[config.mk]
export PLATFORM = sky130hd
export DESIGN_NAME = tape_pulse_classifier
export DESIGN_NICKNAME = d
export VERILOG_FILES = /design/src/rtl/tpc_pkg.sv /design/src/rtl/tpc_sync.sv /design/src/rtl/tpc_interval.sv /design/src/rtl/tpc_decide.sv /design/src/rtl/tape_pulse_classifier.sv
export SDC_FILE = /design/constraint.sdc
export NUM_CORES = 1
export LEC_CHECK = 0
export BUFFER_PORTS_ARGS = -buffer_cell sky130_fd_sc_hd__buf_2
export CELL_PAD_IN_SITES_DETAIL_PLACEMENT = 1
export CELL_PAD_IN_SITES_GLOBAL_PLACEMENT = 1
export CORE_ASPECT_RATIO = 1.5
export CORE_MARGIN = 2
export CORE_UTILIZATION = 40
export CTS_CLUSTER_DIAMETER = 100
export DETAILED_ROUTE_END_ITERATION = 7
export GPL_TIMING_DRIVEN = 1
export PLACE_DENSITY = 0.83
export SLEW_MARGIN = 20
export SYNTH_ARGS = -nofsm -noshare
export SYNTH_HDL_FRONTEND = slang
export SYNTH_SLANG_ARGS = --single-unit
[constraint.sdc]
create_clock -name clk -period 5 [get_ports clk]
set_clock_uncertainty 0.05 [all_clocks]
set_input_delay 0.25 -clock clk [delete_from_list [all_inputs] [get_ports clk]]
set_output_delay 0.25 -clock clk [all_outputs]
set_load 0.005 [all_outputs]
[src/rtl/tpc_pkg.sv]
package tpc_pkg;

   localparam int unsigned TPC_MIN_CNT_W    = 8;
   localparam int unsigned TPC_MIN_STAGES   = 2;
   localparam int unsigned TPC_MAX_CNT_W    = 30;

   // Elaboration-time sanity check for the classifier parameters.
   function automatic bit tpc_params_ok(input int unsigned cnt_w,
                                        input int unsigned stages,
                                        input int unsigned glitch_min);
      bit ok;
      ok = (cnt_w >= TPC_MIN_CNT_W) && (cnt_w <= TPC_MAX_CNT_W) &&
           (stages >= TPC_MIN_STAGES);
      if (ok && (glitch_min >= (32'd1 << cnt_w)))
         ok = 1'b0;
      return ok;
   endfunction

endpackage

[src/rtl/tpc_sync.sv]
module tpc_sync #(
   parameter int unsigned STAGES = 2
) (
   input  logic clk,
   input  logic rst_n,
   input  logic din,
   output logic fall
);
   // stage_q[0..STAGES-1]: synchronizer, stage_q[STAGES]: previous level
   logic [STAGES:0] stage_q;

   always_ff @(posedge clk) begin
      if (!rst_n) stage_q[0] <= 1'b1;
      else        stage_q[0] <= din;
   end

   for (genvar g = 1; g <= STAGES; g++) begin : g_stage
      always_ff @(posedge clk) begin
         if (!rst_n) stage_q[g] <= 1'b1;
         else        stage_q[g] <= stage_q[g-1];
      end
   end

   assign fall = stage_q[STAGES] & ~stage_q[STAGES-1];

endmodule

[src/rtl/tpc_interval.sv]
module tpc_interval #(
   parameter int unsigned W          = 16,
   parameter int unsigned GLITCH_MIN = 16
) (
   input  logic         clk,
   input  logic         rst_n,
   input  logic         tick_en,
   input  logic         fall,
   output logic [W-1:0] count,
   output logic         accept
);
   localparam logic [W-1:0] CNT_MAX = {W{1'b1}};
   localparam logic [W-1:0] GMIN_V  = W'(GLITCH_MIN);

   if (GLITCH_MIN == 0) begin : g_no_guard
      assign accept = fall;
   end else begin : g_guard
      assign accept = fall && (count >= GMIN_V);
   end

   always_ff @(posedge clk) begin
      if (!rst_n) begin
         count <= '0;
      end else if (accept) begin
         // the evaluating cycle already belongs to the next interval
         count <= {{(W-1){1'b0}}, tick_en};
      end else if (tick_en && (count != CNT_MAX)) begin
         count <= count + 1'b1;
      end
   end

endmodule

[src/rtl/tpc_decide.sv]
module tpc_decide #(
   parameter int unsigned    W          = 16,
   parameter logic [W-1:0]   THRESH_RST = W'(16'h027C),
   parameter bit             CMP_GE     = 1'b0
) (
   input  logic         clk,
   input  logic         rst_n,
   input  logic         thr_we,
   input  logic [W-1:0] thr_wdata,
   input  logic         accept,
   input  logic [W-1:0] count,
   output logic [W-1:0] thresh,
   output logic         bit_valid,
   output logic         bit_value
);
   logic is_long;

   if (CMP_GE) begin : g_inclusive
      assign is_long = (count >= thresh);
   end else begin : g_strict
      assign is_long = (count > thresh);
   end

   always_ff @(posedge clk) begin
      if (!rst_n)      thresh <= THRESH_RST;
      else if (thr_we) thresh <= thr_wdata;
   end

   always_ff @(posedge clk) begin
      if (!rst_n) begin
         bit_valid <= 1'b0;
         bit_value <= 1'b0;
      end else begin
         bit_valid <= accept;
         if (accept) bit_value <= is_long;
      end
   end

endmodule

[src/rtl/tape_pulse_classifier.sv]
module tape_pulse_classifier #(
   parameter int unsigned        CNT_W       = 16,
   parameter int unsigned        SYNC_STAGES = 2,
   parameter int unsigned        GLITCH_MIN  = 16,
   parameter bit                 CMP_GE      = 1'b0,
   parameter logic [CNT_W-1:0]   THRESH_RST  = CNT_W'(16'h027C)
) (
   input  logic             clk,
   input  logic             rst_n,
   input  logic             tick_en,
   input  logic             tape_in,
   input  logic             thresh_we,
   input  logic [CNT_W-1:0] thresh_wdata,
   output logic             bit_valid,
   output logic             bit_value
);
   import tpc_pkg::*;

   if (!tpc_params_ok(CNT_W, SYNC_STAGES, GLITCH_MIN)) begin : g_bad_params
      $error("tape_pulse_classifier: illegal CNT_W, SYNC_STAGES or GLITCH_MIN");
   end

   logic             fall_w;
   logic             accept_w;
   logic [CNT_W-1:0] count_w;
   logic [CNT_W-1:0] thresh_w;

   tpc_sync #(.STAGES(SYNC_STAGES)) u_sync (
      .clk  (clk),
      .rst_n(rst_n),
      .din  (tape_in),
      .fall (fall_w)
   );

   tpc_interval #(.W(CNT_W), .GLITCH_MIN(GLITCH_MIN)) u_interval (
      .clk    (clk),
      .rst_n  (rst_n),
      .tick_en(tick_en),
      .fall   (fall_w),
      .count  (count_w),
      .accept (accept_w)
   );

   tpc_decide #(.W(CNT_W), .THRESH_RST(THRESH_RST), .CMP_GE(CMP_GE)) u_decide (
      .clk      (clk),
      .rst_n    (rst_n),
      .thr_we   (thresh_we),
      .thr_wdata(thresh_wdata),
      .accept   (accept_w),
      .count    (count_w),
      .thresh   (thresh_w),
      .bit_valid(bit_valid),
      .bit_value(bit_value)
   );

endmodule

==> qor.yml, run 1 <==
run_status:
  status: "finished, final reports clean"
die:
  initial_utilization: 0.418
  coreArea_mm2: 0.00485
  placementRows: 31
  die_h_um: 91.1
  die_w_um: 62.1
  io_pins: 23
  die-area_mm2: 0.00566
synthesis:
  syn_inst: 219
  synth_area_mm2: 0.00202
  synth_most_common_cell: "dfxtp_1"
  synth.distinct_cells: 41
  ys_top_cells_by_count: "dfxtp_1 (37), nor2_1 (24), inv_1 (21), ha_1 (18)"
  synth-edff-count: 0
  avgSynthCellArea_um2: 9.24
  ys_ff_latch: 37
  yosys_warnings: 0
  synthArstFlopShare: 0
  yosys_most_used_dff: "dfxtp_1"
  syn_nets: 258
  yosys.area.top_type: "dfxtp_1"
  ys_seq_area_frac: 0.366
  synth_top_area_frac: 0.366
  synthTopCellsByArea: "dfxtp_1 (37%), ha_1 (11%), mux2i_1 (5.9%)"
layout:
  drive_above_1_share: 0.163
  areaGrowthSynthToFinish_pct: 11.4
  layout.nets: 279
  nFillCells: 581
  antenna_cells: 0
  fin_util: 0.465
  stdcell_count: 306
cts:
  cts-root-buf: "clkbuf_8"
  cts_tree: "built"
  path_clk_slew_ps: 80
  cts_buffers: 5
  cts_hold_buffers: 0
  clock-sinks: 37
  clockBufferDepth: 2
  h-tree-depth: 2
  post-cts-setup-buffer-count: 0
  post_cts_resized: 0
  clk_latency_ps: 300
timing:
  tightest_slew_ps: 597
  hold_slack_ps: 88.2
  finalHoldViolCount: 0
  final-setup-viol-count: 0
  period_share: 0.414
  post-route-min-period_ps: 2070
  timing.setup.tns_ps: 0
  fmax_mhz: 483
  maxSlewViolCount: 0
  relSlewSlack: 0.601
  rsz0062_at_grt: "false"
routing:
  drt-vias-per-instance: 5.35
  drc_errors: 0
  drtIter0Drc: 26
  drt_pass1_iterations: 4
  routedWlPerCell_um: 15.4
  wl_um: 4730
  ant_nets: 0
  dr_total_vias: 1636
place:
  port_buffers: 22
  routabilityCongestion: 0.821
  place_hpwl_um: 3600
  dp_cells: 299
grt:
  grt_usage: 0.194
  grt_pass1_wl_um: 8170
  overflow: 0
  grt_pass1_vias: 1738
  antenna_found_initial: 0
  grt_start_max_net_pins: 23
setup_path:
  worstPathArrival_ps: 2210
  critPathKind: "reg2reg"
  cp_max_fo: 16
  end_kind: "register"
  crit_path_start_kind: "register"
  cp.required_ps: 5140
power_and_ir_drop:
  p_leak_nw: 0.992
  ir_drop_mv: 0.183
  powerDensity_mw_per_mm2: 257
  p_total_mw: 0.579
min_path:
  hp-class: "in2reg"
run:
  maxCapViolations: 0
==> state kept, by name (all words and copies together) (netlist names) <==
register	flops
u_decide.thresh	16
u_decide.bit_value	1
u_interval.count	16
u_sync.stage_q	3
u_decide.bit_valid	1
==> layout by cell type, fill, tap and decap left out, types with 4 or more instances in the layout <==
cell,count
buf_2,22
and3_1,4
ha_1,18
a21oi_1,7
inv_1,21
nor2_1,24
mux2i_1,12
o211ai_1,9
nand3_1,8
nand2_1,12
xnor2_1,9
nor3_1,4
dfxtp_1,37
nor4_1,4
nand2b_1,4
clkbuf_8,6
nand4_1,6
==> logic make-up (layout without fill, tap and decap cells) <==
family                   after synthesis  in the layout  synth area share
multiplexers                          12             12            0.0593
AND/OR/NAND/NOR                       82             82             0.242
XOR/XNOR                              12             12            0.0519
AO/OA/AOI/OAI                         29             29             0.108
flip-flops                            37             37             0.366
adder cells (fa/ha/maj)               18             18             0.111
buffers and inverters                 29             50            0.0624
==> final timing paths <==
check                      startpoint                  end  slack, ps  cells after the start
setup / recovery  u_interval.count[8]  u_interval.count[0]       2930                      5
hold / removal                tape_in    u_sync.stage_q[0]         90                      2
setup reg to reg  u_interval.count[8]  u_interval.count[0]       2930                      5
hold reg to reg     u_sync.stage_q[0]    u_sync.stage_q[1]        360                      1
==> layout make-up <==
| class | instances | area (µm²) | share of cell area |
|---|---|---|---|
| Clock buffer | 7 | 86.3 | 0.0383 |
| Inverter | 21 | 78.8 | 0.0349 |
| Sequential cell | 37 | 741 | 0.328 |
| Multi-Input combinational cell | 153 | 1160 | 0.513 |
| Tap cell | 66 | 82.6 | 0.0366 |
| Timing Repair Buffer | 22 | 110 | 0.0488 |
==> critical path: stages (launching register included) <==
cell and delay [ps]:
dfxtp_1 610, nor4_1 90, a311o_1 360, nand2_1 470
nor3b_1 110, a211o_1 280
==> through the flow <==
| stage | area (µm²) | setup WS, ps |
|---|---|---|
| 6_report | 2260 | 2930 |
| 3_5_place_dp | 2170 | 2940 |
| 2_1_floorplan | 2020 | 3420 |
| 4_1_cts | 2260 | 2890 |
| 5_1_grt | 2260 | 2790 |
| 3_3_place_gp | 2170 | 2950 |
==> report_power, final <==
part / switching [mW] / internal [mW]
registers: 0.00571 / 0.305
logic: 0.0293 / 0.0219
clock network: 0.107 / 0.109
==> per-layer routing <==
metal / vias to the layer above / part of all wire / global-route usage
met5: - / 0 / 0
met4: 0 / 0.036 / 0.0993
met3: 13 / 0.020 / 0.0256
met2: 28 / 0.54 / 0.328
met1: 785 / 0.40 / 0.224
li1: 810 / - / -
Note: power is estimated with default switching activity, not from simulation.
==> run 2, diff against run 1 <==
ABC_AREA = 1   (was unset)
CORE_UTILIZATION = 38   (was 40)
PLACE_DENSITY = 0.86   (was 0.83)
clock period = 1.9 ns   (was 5 ns; I/O delays follow)
==> run 2 against run 1 <==
Net effect:
- design area rose by 13%
- global-route usage rose by 1.8 points
- final cell count rose by 33%
- synthesized area rose by 6.4%
- hold slack got worse by 61 ps
- power rose to 3.2 times the previous value
- via count rose by 30%
- critical path depth rose by 3
- sequential share of layout area fell by 3.8 points
- die area rose by 11%
- critical endpoint is now u_interval.count[7]
==> qor.yml, run 2 <==
place:
  routabilityCongestion: 0.869  # +5.8%
  placed_cell_area_mm2: 0.00234  # +7.7%
  place_hpwl_um: 4360  # +21%
  port_buffers: 22  # unchanged
  dp_cells: 391  # +31%
die:
  die_h_um: 96.2  # +5.6%
  die_w_um: 65.5  # +5.4%
  coreArea_mm2: 0.00545  # +12%
  io_pins: 23  # unchanged
  die-area_mm2: 0.00630  # +11%
  placementRows: 33  # +6.5%
  initial_utilization: 0.395  # -0.0225
synthesis:
  yosys_warnings: 0  # unchanged
  ys_top_cells_by_count: "nand2_1 (67), dfxtp_1 (37), inv_1 (33), nor2_1 (30), a21oi_1 (28)"
  ys_ff_latch: 37  # unchanged
  synthTopCellsByArea: "dfxtp_1 (34%), nand2_1 (12%), ha_1 (10%)"
  synth_top_area_frac: 0.344  # -0.0219
  synth_area_mm2: 0.00215  # +6.4%
  synthArstFlopShare: 0  # unchanged
  ys_seq_area_frac: 0.344  # -0.0219
  synth_most_common_cell: "nand2_1"
  syn_inst: 301  # +37%
  syn_nets: 340  # +32%
  synth-edff-count: 0  # unchanged
  yosys_most_used_dff: "dfxtp_1"
  synth.distinct_cells: 25  # -39%
  avgSynthCellArea_um2: 7.15  # -23%
  yosys.area.top_type: "dfxtp_1"
cts:
  clockBufferDepth: 2  # unchanged
  clock-sinks: 37  # unchanged
  path_clk_slew_ps: 80  # about the same
  cts_hold_buffers: 8  # +8
  post_cts_resized: 0  # unchanged
  cts_tree: "built"
  post-cts-setup-buffer-count: 0  # unchanged
  clk_latency_ps: 300  # about the same
  h-tree-depth: 2  # unchanged
  cts-root-buf: "clkbuf_8"
  cts_buffers: 5  # unchanged
routing:
  dr_total_vias: 2119  # +30%
  drc_errors: 0  # unchanged
  ant_nets: 0  # unchanged
  wl_um: 5950  # +26%
  drtIter0Drc: 64  # +150%
  drt-vias-per-instance: 5.21  # -2.6%
  drt_pass1_iterations: 4  # unchanged
  routedWlPerCell_um: 14.6  # -5.3%
grt:
  overflow: 0  # unchanged
  grt_pass1_vias: 2222  # +28%
  grt_start_max_net_pins: 20  # -13%
  antenna_found_initial: 0  # unchanged
  grt_pass1_wl_um: 10100  # +24%
  grt_usage: 0.211  # +0.0176
timing:
  fmax_mhz: 579  # +20%
  relSlewSlack: 0.739  # +0.138
  finalHoldViolCount: 0  # unchanged
  rsz0062_at_grt: "false"
  maxSlewViolCount: 0  # unchanged
  timing.setup.tns_ps: 0  # unchanged
  tightest_slew_ps: 391  # -206 ps
  period_share: 0.909  # +0.496
  final-setup-viol-count: 0  # unchanged
  post-route-min-period_ps: 1730  # -341 ps
layout:
  stdcell_area_mm2: 0.00255  # +13%
  layout_common_cells: "nand2_1 (67), dfxtp_1 (37), inv_1 (33)"
  multiInputGateArea_mm2: 0.00122  # +5.8%
  largestRegisters: "u_decide.thresh: 16 flops, u_interval.count: 16 flops, u_sync.stage_q: 3 flops"
  stdcell_count: 407  # +33%
  areaGrowthSynthToFinish_pct: 18.4
  drive_above_1_share: 0.163  # +0.000705
  antenna_cells: 0  # unchanged
  nFillCells: 726  # +25%
  layout_commonest_cell: "nand2_1"
  layout.nets: 375  # +34%
  regArea_um2: 741  # unchanged
setup_path:
  cp.required_ps: 2030  # -3110 ps
  slowest_delay_ps: 350  # -260 ps
  r2r_slack_ps: 170  # -2760 ps
  crit_path_start_kind: "register"
  crit_chain: "ha_1, inv_1, nor2_2, nand3_2, nand2_4, nand2_2, o21ai_0, a21oi_2"
  critPathSlowestCell: "dfxtp_1"
  path_delay_family: "simple AND/OR/NAND/NOR gates"
  crit_buf_inv: 1  # +1
  cp_max_fo: 15  # -1
  r2r_end: "u_interval.count[7]"
  rr_startpoint: "u_interval.count[0]"
  worstPathArrival_ps: 1860  # -350 ps
  r2r_cells: 8  # +3
  end_kind: "register"
  critPathKind: "reg2reg"
min_path:
  hp-class: "in2reg"
  hold_path_depth: 3  # +1
  min_to: "u_decide.thresh[7]"
  worstHoldStart: "thresh_wdata[7]"
run_status:
  status: "finished, final reports clean"
power_and_ir_drop:
  p_leak_nw: 1.16  # +17%
  powerDensity_mw_per_mm2: 719  # +180%
  p_total_mw: 1.83  # +220%
  ir_drop_mv: 0.495  # +170%
run:
  maxCapViolations: 0  # unchanged
[run 2: cell count changes after synthesis, sizes merged, moves of 9 or more]
cell	delta
mux2i	-12
nand3	+14
o21ai	+20
inv	+14
nand2	+56
o211ai	-9
a21oi	+31
[run 2: layout make-up]
cell class / count / area share
Tap cell: 70 / 0.0343
Inverter: 36 / 0.0530
Clock buffer: 5 / 0.0270
Sequential cell: 37 / 0.290
Clock inverter: 3 / 0.0255
Timing Repair Buffer: 35 / 0.0893
Multi-Input combinational cell: 221 / 0.480
[run 2: cells by family (layout without fill, tap and decap cells)]
family,Yosys count,count (layout),synth area share
simple gates,133,133,0.264
compound gates,63,63,0.171
buf+inv,43,79,0.0872
flops,37,37,0.344
fa+ha+maj,18,18,0.105
xor+xnor,7,7,0.0285
[run 2: per-layer routing]
| metal | vias up | GRT usage | wire (µm) |
|---|---|---|---|
| li1 | 1051 | - | - |
| met4 | 0 | 0.0903 | 141 |
| met2 | 40 | 0.406 | 3290 |
| met1 | 1013 | 0.227 | 2340 |
| met3 | 15 | 0.0269 | 174 |
| met5 | - | 0 | 0 |
[run 2: worst reg2reg max path: stages (launching register included)]
cell     delay [ps]
dfxtp_1         350
ha_1            240
inv_1            70
nor2_2          190
nand3_2         140
nand2_4         130
nand2_2         190
o21ai_0         180
a21oi_2          70
[run 2: metrics by stage]
step / hold WS [ps] / setup slack, ps / util
2_1_floorplan: 152 / 355 / -
5_1_grt: 57.0 / 29.7 / 0.468
3_5_place_dp: 233 / 208 / 0.429
6_report: 27.1 / 172 / 0.468
4_1_cts: 25.5 / 167 / 0.468
3_3_place_gp: 230 / 316 / 0.429
[run 2: worst max-delay path by stage]
| stage | startpoint | endpoint | depth (start not counted) |
|---|---|---|---|
| 2_1_floorplan | u_interval.count[1] | u_interval.count[10] | 9 |
| 6_report | u_interval.count[0] | u_interval.count[7] | 8 |
| 3_3_place_gp | u_interval.count[0] | u_interval.count[7] | 8 |
| 5_1_grt | u_interval.count[0] | u_interval.count[7] | 8 |
| 4_1_cts | u_interval.count[0] | u_interval.count[7] | 8 |
| 3_5_place_dp | u_interval.count[0] | u_interval.count[7] | 8 |
[run 2: power breakdown]
part	leakage [nW]	internal, mW	switching, mW
sequential	0.304	0.806	0.0113
clock	0.0681	0.522	0.301
combinational	0.790	0.0773	0.116
==> run 3, diff against run 2 <==
ABC_AREA = unset   (was 1)
CORE_UTILIZATION = 40   (was 38)
==> run 3 against run 2 <==
Net effect:
- critical path type unchanged
- worst setup slack worse by 140 ps
- critical endpoint is now u_decide.bit_value
- first-iteration DRC count down 50%
- critical path depth down 2
- highest routed layer unchanged
==> qor.yml, run 3 (same netlist as run 1, synthesis figures left out) <==
setup_path:
  critPathKind: "reg2reg"
  crit_buf_inv: 0  # -1
  critPathSlowestCell: "dfxtp_1"
  worstPathArrival_ps: 2000  # +140 ps
  cp.required_ps: 2030  # about the same
  crit_path_start_kind: "register"
  crit_chain: "ha_1, nor2b_1, o211ai_1, a2111oi_2, nor4b_1, o31ai_1"
  cp_max_fo: 6  # -9
  slowest_delay_ps: 430  # +80 ps
  end_kind: "register"
  path_delay_family: "compound AO/OA/AOI/OAI gates"
routing:
  drc_errors: 0  # unchanged
  drt-vias-per-instance: 5.37  # +3.2%
  drt_pass1_iterations: 4  # unchanged
  wl_um: 5610  # -5.7%
  drtIter0Drc: 32  # -50%
  ant_nets: 0  # unchanged
  dr_total_vias: 1751  # -17%
  routedWlPerCell_um: 17.2  # +18%
cts:
  cts_buffers: 5  # unchanged
  clockBufferDepth: 2  # unchanged
  cts-root-buf: "clkbuf_8"
  path_clk_slew_ps: 80  # about the same
  clk_latency_ps: 300  # about the same
  cts_tree: "built"
  h-tree-depth: 2  # unchanged
  post-cts-setup-buffer-count: 0  # unchanged
  clock-sinks: 37  # unchanged
place:
  placed_cell_area_mm2: 0.00220  # -5.8%
  routabilityCongestion: 0.898  # +3.4%
  place_hpwl_um: 3880  # -11%
  port_buffers: 22  # unchanged
grt:
  grt_usage: 0.224  # +0.0127
  grt_pass1_vias: 1918  # -14%
  antenna_found_initial: 0  # unchanged
  grt_start_max_net_pins: 23  # +15%
  overflow: 0  # unchanged
  grt_pass1_wl_um: 9260  # -8.8%
layout:
  fin_util: 0.517  # +0.0488
  areaGrowthSynthToFinish_pct: 23.7
  largestRegisters: "u_decide.thresh: 16 flops, u_interval.count: 16 flops, u_sync.stage_q: 3 flops"
  antenna_cells: 0  # unchanged
  layout_commonest_cell: "dfxtp_1"
  drive_above_1_share: 0.192  # +0.0291
  stdcell_area_mm2: 0.00250  # -1.8%
  layout.nets: 298  # -21%
  layout_common_cells: "dfxtp_1 (36), nor2_1 (24), buf_2 (22)"
timing:
  timing.setup.tns_ps: 0  # unchanged
  relSlewSlack: 0.661  # -0.0775
  finalHoldViolCount: 0  # unchanged
  final-setup-viol-count: 0  # unchanged
  hold_slack_ps: 5.89  # -21.2 ps
  tightest_slew_ps: 508  # +117 ps
  post-route-min-period_ps: 1870  # +142 ps
  maxSlewViolCount: 0  # unchanged
  period_share: 0.984  # +0.0747
  fmax_mhz: 535  # -7.6%
die:
  placementRows: 31  # -6.1%
  coreArea_mm2: 0.00485  # -11%
  die_h_um: 91.1  # -5.3%
  die-area_mm2: 0.00566  # -10%
  die_w_um: 62.1  # -5.2%
  io_pins: 23  # unchanged
  initial_utilization: 0.418  # +0.0225
min_path:
  hp-class: "in2reg"
run:
  maxCapViolations: 0  # unchanged
power_and_ir_drop:
  powerDensity_mw_per_mm2: 725  # +0.87%
  p_total_mw: 1.82  # -0.91%
  p_leak_nw: 1.10  # -5.0%
  ir_drop_mv: 0.603  # +22%
run_status:
  status: "finished, final reports clean"
## run 3: what timing repair did
action | 4_1_cts | 5_1_grt
endpoints found under the setup margin | 0 | 2
endpoints found under the hold margin | 15 | 0
resized for setup | 0 | 6
hold buffers | 15 | 0
## run 3: final timing paths
kind,slack (ps),endpoint,start,cells after the start
setup / recovery,30,u_decide.bit_value,u_interval.count[1],6
setup reg to reg,30,u_decide.bit_value,u_interval.count[1],6
hold reg to reg,380,u_sync.stage_q[1],u_sync.stage_q[0],1
hold / removal,6,u_decide.thresh[1],thresh_wdata[1],3
## run 3: metal layers
| metal | GRT usage | routed length [µm] | vias up |
|---|---|---|---|
| met3 | 0.0356 | 131 | 19 |
| met1 | 0.250 | 2130 | 844 |
| met2 | 0.383 | 3120 | 43 |
| met4 | 0.117 | 227 | 0 |
| met5 | 0 | 0 | - |
| li1 | - | - | 845 |
## run 3: cell type report
type | instances | area, µm²
Multi-Input combinational cell | 153 | 1180
Inverter | 21 | 78.8
Timing Repair Buffer | 41 | 290
Fill cell | 550 | 2340
Clock buffer | 5 | 68.8
Clock inverter | 3 | 65.1
Tap cell | 66 | 82.6
Sequential cell | 37 | 742
## run 3: through the flow
| step | instances | worst slack, ps |
|---|---|---|
| floorplan | 219 | 321 |
| global placement | 303 | 198 |
| detailed placement | 303 | 115 |
| CTS | 326 | 106 |
| global route | 326 | -73.9 |
| finish | 326 | 30.0 |
## run 3: worst reg2reg max path, cell delays in order (launching register included)
cell and delay (ps):
dfxtp_1 430, ha_1 280, nor2b_1 140, o211ai_1 290, a2111oi_2 140, nor4b_1 320
o31ai_1 110
## run 3: power by group
part,internal [mW],switching [mW],total (mW)
Combinational,0.0813,0.0897,0.171
Sequential,0.803,0.0160,0.819
Clock,0.522,0.306,0.828
